## src/rtl/fpcsr_pkg.sv

```systemverilog
package fpcsr_pkg;
  localparam int CSR_W     = 32;
  localparam int EXC_N     = 5;
  localparam int CC_N      = 8;
  localparam int CC_SEL_W  = $clog2(CC_N);
  localparam int RM_W      = 2;
  localparam int RM_LSB    = 0;
  localparam int FLAG_LSB  = 2;
  localparam int EN_LSB    = 7;
  localparam int CAUSE_LSB = 12;
  localparam int CC0_POS   = 23;
  localparam int FLUSH_POS = 24;
  localparam int CCHI_LSB  = 25;

  // bit position of condition code n
  function automatic int cc_bit_pos(input int n);
    return (n == 0) ? CC0_POS : (CCHI_LSB + n - 1);
  endfunction

  // bits that software may change
  function automatic logic [CSR_W-1:0] sw_mask();
    logic [CSR_W-1:0] m;
    m = '0;
    for (int i = 0; i < RM_W; i++)  m[RM_LSB + i]   = 1'b1;
    for (int i = 0; i < EXC_N; i++) m[FLAG_LSB + i] = 1'b1;
    for (int i = 0; i < EXC_N; i++) m[EN_LSB + i]   = 1'b1;
    m[FLUSH_POS] = 1'b1;
    return m;
  endfunction
endpackage

```

## src/rtl/fpcsr_trap_chk.sv

```systemverilog
module fpcsr_trap_chk #(
  parameter int N = 5
) (
  input  logic [N-1:0] cause_i,
  input  logic [N-1:0] en_i,
  output logic         hit_o
);
  logic [N-1:0] match;

  for (genvar g = 0; g < N; g++) begin : g_match
    assign match[g] = cause_i[g] & en_i[g];
  end

  assign hit_o = |match;
endmodule

```

## src/rtl/fpcsr_next.sv

```systemverilog
module fpcsr_next
  import fpcsr_pkg::*;
(
  input  logic [CSR_W-1:0]    csr_i,
  input  logic                wr_hit_i,
  input  logic [CSR_W-1:0]    wdata_i,
  input  logic                op_valid_i,
  input  logic [EXC_N-1:0]    exc_i,
  input  logic                cc_wr_i,
  input  logic [CC_SEL_W-1:0] cc_sel_i,
  input  logic                cc_val_i,
  output logic [CSR_W-1:0]    csr_o,
  output logic                trap_o
);
  localparam logic [CSR_W-1:0] WMASK = sw_mask();

  logic [CSR_W-1:0] merged;
  logic             hit;

  // software write first, then the operation's cause and sticky update
  always_comb begin
    merged = csr_i;
    if (wr_hit_i) merged = (csr_i & ~WMASK) | (wdata_i & WMASK);
    if (op_valid_i) begin
      merged[CAUSE_LSB +: EXC_N] = exc_i;
      merged[FLAG_LSB +: EXC_N]  = merged[FLAG_LSB +: EXC_N] | exc_i;
    end
  end

  fpcsr_trap_chk #(.N(EXC_N)) trap_chk_i (
    .cause_i (merged[CAUSE_LSB +: EXC_N]),
    .en_i    (merged[EN_LSB +: EXC_N]),
    .hit_o   (hit)
  );

  assign trap_o = (wr_hit_i | op_valid_i) & hit;

  // condition code write, withheld on trap
  always_comb begin
    csr_o = merged;
    if (op_valid_i && cc_wr_i && !trap_o) begin
      for (int n = 0; n < CC_N; n++) begin
        if (cc_sel_i == CC_SEL_W'(n)) csr_o[cc_bit_pos(n)] = cc_val_i;
      end
    end
  end
endmodule

```

## src/rtl/fpcsr_rdport.sv

```systemverilog
module fpcsr_rdport
  import fpcsr_pkg::*;
#(
  parameter int IDX_W   = 5,
  parameter int CSR_IDX = 31
) (
  input  logic                clk,
  input  logic                rst,
  input  logic [CSR_W-1:0]    csr_i,
  input  logic [IDX_W-1:0]    rd_idx_i,
  input  logic [CC_SEL_W-1:0] cc_sel_i,
  output logic [CSR_W-1:0]    rdata_o,
  output logic                cc_bit_o
);
  logic cc_pick;

  always_comb begin
    cc_pick = 1'b0;
    for (int n = 0; n < CC_N; n++) begin
      if (cc_sel_i == CC_SEL_W'(n)) cc_pick = csr_i[cc_bit_pos(n)];
    end
  end

  always_ff @(posedge clk) begin
    if (rst) begin
      rdata_o  <= '0;
      cc_bit_o <= 1'b0;
    end else begin
      rdata_o  <= (rd_idx_i == IDX_W'(CSR_IDX)) ? csr_i : '0;
      cc_bit_o <= cc_pick;
    end
  end

  // indices other than the status word read as zero
  assert_other_idx_zero_R3: assert property (@(posedge clk) disable iff (rst)
    (rd_idx_i != IDX_W'(CSR_IDX)) |=> (rdata_o == '0));
endmodule

```

## src/rtl/fpu_csr_unit.sv

```systemverilog
module fpu_csr_unit
  import fpcsr_pkg::*;
#(
  parameter int IDX_W   = 5,
  parameter int CSR_IDX = 31
) (
  input  logic                clk,
  input  logic                rst,
  input  logic                sw_wr_en,
  input  logic [IDX_W-1:0]    sw_idx,
  input  logic [CSR_W-1:0]    sw_wdata,
  input  logic [IDX_W-1:0]    sw_rd_idx,
  output logic [CSR_W-1:0]    sw_rdata,
  input  logic                op_valid,
  input  logic [EXC_N-1:0]    op_exc,
  input  logic                op_wb_req,
  input  logic                op_cc_wr,
  input  logic [CC_SEL_W-1:0] op_cc_sel,
  input  logic                op_cc_val,
  input  logic [CC_SEL_W-1:0] cc_rd_sel,
  output logic                cc_rd_bit,
  output logic [RM_W-1:0]     round_mode,
  output logic                flush_en,
  output logic                trap,
  output logic                wb_en
);
  logic [CSR_W-1:0] csr_q, csr_d;
  logic             wr_hit, trap_evt, trap_q, wb_q;

  assign wr_hit = sw_wr_en && (sw_idx == IDX_W'(CSR_IDX));

  fpcsr_next next_i (
    .csr_i      (csr_q),
    .wr_hit_i   (wr_hit),
    .wdata_i    (sw_wdata),
    .op_valid_i (op_valid),
    .exc_i      (op_exc),
    .cc_wr_i    (op_cc_wr),
    .cc_sel_i   (op_cc_sel),
    .cc_val_i   (op_cc_val),
    .csr_o      (csr_d),
    .trap_o     (trap_evt)
  );

  always_ff @(posedge clk) begin
    if (rst) begin
      csr_q  <= '0;
      trap_q <= 1'b0;
      wb_q   <= 1'b0;
    end else begin
      csr_q  <= csr_d;
      trap_q <= trap_evt;
      wb_q   <= op_valid && op_wb_req && !trap_evt;
    end
  end

  fpcsr_rdport #(.IDX_W(IDX_W), .CSR_IDX(CSR_IDX)) rdport_i (
    .clk      (clk),
    .rst      (rst),
    .csr_i    (csr_q),
    .rd_idx_i (sw_rd_idx),
    .cc_sel_i (cc_rd_sel),
    .rdata_o  (sw_rdata),
    .cc_bit_o (cc_rd_bit)
  );

  assign round_mode = csr_q[RM_LSB +: RM_W];
  assign flush_en   = csr_q[FLUSH_POS];
  assign trap       = trap_q;
  assign wb_en      = wb_q;

  // state is clear on leaving reset
  assert_reset_clear_R1: assert property (@(posedge clk) disable iff (rst)
    $fell(rst) |-> (csr_q == '0 && !trap_q && !wb_q));

  // software cannot touch the cause field
  assert_cause_sw_locked_R2: assert property (@(posedge clk) disable iff (rst)
    !op_valid |=> $stable(csr_q[CAUSE_LSB +: EXC_N]));

  // cause takes the operation's exception set
  assert_cause_load_R4: assert property (@(posedge clk) disable iff (rst)
    op_valid |=> (csr_q[CAUSE_LSB +: EXC_N] == $past(op_exc)));

  // flags only grow without a software write
  assert_flags_sticky_R5: assert property (@(posedge clk) disable iff (rst)
    !wr_hit |=> ((csr_q[FLAG_LSB +: EXC_N] & $past(csr_q[FLAG_LSB +: EXC_N]))
                 == $past(csr_q[FLAG_LSB +: EXC_N])));

  // a trap needs an enabled cause
  assert_trap_cause_R6: assert property (@(posedge clk) disable iff (rst)
    trap_q |-> |(csr_q[CAUSE_LSB +: EXC_N] & csr_q[EN_LSB +: EXC_N]));

  // write-back withheld on trap
  assert_wb_blocked_R7: assert property (@(posedge clk) disable iff (rst)
    trap_q |-> !wb_q);

  // condition codes untouched on trap
  assert_cc_hold_R9: assert property (@(posedge clk) disable iff (rst)
    trap_q |-> ({csr_q[CSR_W-1:CCHI_LSB], csr_q[CC0_POS]} ==
                $past({csr_q[CSR_W-1:CCHI_LSB], csr_q[CC0_POS]})));
endmodule

```

## config.mk

```make
export PLATFORM = sky130hd
export DESIGN_NAME = fpu_csr_unit
export DESIGN_NICKNAME = d
export VERILOG_FILES = /design/src/rtl/fpcsr_pkg.sv /design/src/rtl/fpcsr_trap_chk.sv /design/src/rtl/fpcsr_next.sv /design/src/rtl/fpcsr_rdport.sv /design/src/rtl/fpu_csr_unit.sv
export SDC_FILE = /design/constraint.sdc
export NUM_CORES = 1
export LEC_CHECK = 0
export BUFFER_PORTS_ARGS = -buffer_cell sky130_fd_sc_hd__buf_4
export CAP_MARGIN = 20
export CORE_MARGIN = 4
export CORE_UTILIZATION = 53
export CTS_BUF_LIST = sky130_fd_sc_hd__clkbuf_8
export DETAILED_ROUTE_END_ITERATION = 10
export GPL_TIMING_DRIVEN = 0
export PLACE_DENSITY_LB_ADDON = 0.15
export SLEW_MARGIN = 25
export SYNTH_ARGS = -nofsm -noshare
export SYNTH_HDL_FRONTEND = slang
export SYNTH_HIERARCHICAL = 1
export SYNTH_SLANG_ARGS = --single-unit
```

## constraint.sdc

```tcl
create_clock -name clk -period 5.15 [get_ports clk]
set_clock_uncertainty 0.15 [all_clocks]
set_input_delay 0.7725 -clock clk [delete_from_list [all_inputs] [get_ports clk]]
set_output_delay 0.7725 -clock clk [all_outputs]
set_load 0.02 [all_outputs]
```

==> flow_metrics.py <==
metrics = {
    "global_routing": {
        "top_usage_layer": "met2",
        "grt_pass1_wl_um": 7527,
        "grtUsageMet2_pct": 29.98,
        "met3_usage_pct": 4.539,
        "overflow": 0,
        "grt_usage_pct": 18.41,
        "met1_usage_pct": 21.24,
        "first_global_vias": 1721,
        "antenna_found_initial": 0,
        "grt_start_max_net_pins": 11,
    },
    "worst_hold_path": {
        "hp-class": "reg2reg",
    },
    "drt": {
        "drc": 0,
        "drt_pre_antenna_iters": 4,
        "vias": 1733,
        "routed_wl_um": 4900,
        "drtIter0Drc": 82,
        "viasPerCell": 4.722,
        "wl_per_cell_um": 13.35,
        "ant_nets": 0,
    },
    "logic_synthesis": {
        "syn_inst": 221,
        "async_flop_share_pct": 0,
        "ys.flop_type": "dfxtp_1",
        "yosys_register_bits": 67,
        "synth-warning-count": 6,
        "ys_types": 29,
        "synth_edf_count": 0,
        "synth.cell_area_um2": 2395,
        "synth.avg_cell_area_um2": 10.84,
        "synth_seq_area_share_pct": 56.01,
        "synth_nets": 281,
    },
    "clocking": {
        "numCtsBuffers": 9,
        "clock_latency_ns": 0.33,
        "cts.clk_slew.worst_paths_ns": 0.06,
        "root_buffer": "clkbuf_8",
        "max-clock-path-buffers": 2,
        "tritoncts": "yes",
        "ctsResizeCount": 0,
        "hold_buffers": 0,
        "ctsHtreeMaxLevel": 3,
        "cts_setup_buffers": 0,
        "clock_sinks": 67,
    },
    "pwr": {
        "powerDensity_nw_per_um2": 307.3,
        "leakage_uw": 0.001523,
        "peakVddDrop_uv": 170.2,
    },
    "sta": {
        "fin_setup_tns_ns": 0,
        "layout_setup_ws_ns": 1.590,
        "post-route-period-util_pct": 69.13,
        "finalHoldViolCount": 0,
        "period_needed_ns": 3.560,
        "setup_viol_count_final": 0,
        "maxSlewHeadroom_pct": 71.20,
        "slew_violations": 0,
        "tightestPinTransition_ns": 0.4303,
        "clock.fmax_ghz": 0.2809,
        "rsz0062_at_grt": "false",
    },
    "placed_design": {
        "place_inst": 351,
        "post-place-ws_ns": 1.298,
        "portBuffers": 78,
        "post-dp-hpwl_um": 3524,
        "gp_congestion": 0.7444,
    },
    "cells_and_area": {
        "fin_cells": 367,
        "final_cell_mix": "buf_4, dfxtp_1, nor2b_1",
        "final_util_pct": 74.25,
        "syn_to_final_growth_pct": 35.01,
        "antenna_cells": 0,
        "fin_nets": 370,
        "final_common_cell": "buf_4",
        "layout-drive-gt1-share_pct": 39.37,
    },
    "setup_path": {
        "worst-setup-path-type": "in2reg",
        "critical_path_arrival_ns": 3.63,
        "start_kind": "input port",
        "crit_path_max_fanout": 10,
        "worstPathRequired_ns": 5.22,
        "end_kind": "register",
    },
    "die": {
        "die_w_um": 75.22,
        "die_area_um2": 5658,
        "floorplan.initialDensity_pct": 55.00,
        "core-area_um2": 4354,
        "die-height_um": 75.22,
        "row_count": 24,
        "boundaryPins": 98,
    },
    "status": {
        "outcome": "finished, final reports clean",
    },
    "flow_run": {
        "cap_viol_max_count": 0,
    },
}
[logic make-up (layout without fill, tap and decap cells)]
kind of cell           Yosys count  count (layout)  synth area share, %
buffers and inverters           22             116                5.537
and+or+nand+nor                 98              98                24.14
AOI/OAI and AO/OA               10              10                2.769
DFF                             67              67                56.01
muxes                           24              24                11.55
[state kept, by name (all words and copies together) (netlist names)]
register and count:
csr_q 32, wb_en 1, trap 1, rdport_i/cc_bit_o 1, rdport_i/rdata_o 32
[cell usage after synthesis, types with 2 or more instances]
cell / number / share of area, %
o21ai_0: 5 / 1.0
nor3b_1: 2 / 0.63
and2_1: 32 / 8.4
clkbuf_2: 3 / 0.63
nor2_1: 5 / 0.78
mux2_2: 16 / 7.5
mux2i_1: 7 / 2.9
nor2b_1: 33 / 8.6
buf_4: 10 / 3.1
nand2_1: 16 / 2.5
inv_1: 6 / 0.94
dfxtp_1: 67 / 56
nand4b_1: 2 / 0.73
nand3b_1: 2 / 0.63
[area by class of cell]
type	count	area, um2
tap	52	65.06
timing repair buffer	78	585.6
inverter	6	22.52
multi-input combinational	132	920.9
fill	315	1121
clock buffer	10	137.6
clock inverter	6	50.05
buffer	16	110.1
sequential	67	1341
[final timing paths]
kind | startpoint | end | slack, ns | cells after the start
hold / removal | csr_q[11] | rdport_i/rdata_o[11] | 0.30 | 1
setup / recovery | sw_idx[3] | csr_q[29] | 1.59 | 11
setup reg to reg | csr_q[7] | csr_q[29] | 2.72 | 7
hold reg to reg | csr_q[11] | rdport_i/rdata_o[11] | 0.30 | 1
[critical path, cell delays in order]
cell      delay, ns
buf_4          0.08
nand4_1        0.09
nor2_1         0.35
buf_2          0.39
mux2_2         0.39
a222oi_1       0.36
nand2_1        0.17
nand4b_1       0.30
nor3b_1        0.26
mux2_2         0.35
nor2b_1        0.12
[routing by layer]
metal | up-vias | wire [um]
met5 | - | 0
met4 | 0 | 131
met3 | 11 | 310
met2 | 50 | 2455
met1 | 785 | 2003
li1 | 887 | -
[per-stage QoR]
| step | hold WS (ns) | cell area, um2 | total power, uW |
|---|---|---|---|
| after floorplan | 0.2757 | 2395 | 565.8 |
| after global placement | 0.2848 | 3045 | 600.1 |
| after detailed placement | 0.2906 | 3045 | 601.6 |
| after CTS | 0.3057 | 3233 | 1006 |
| after global routing | 0.3252 | 3233 | 1035 |
| final | 0.3017 | 3233 | 993.5 |
[where the power goes]
group	switching [uW]	total (uW)	leakage (uW)	internal [uW]
combinational	26.0	61.4	0.000870	35.4
sequential	3.19	529	0.000542	525
clock	174	403	0.000111	229
total	204	993	0.00152	790
Note: power is estimated with default switching activity, not from simulation.
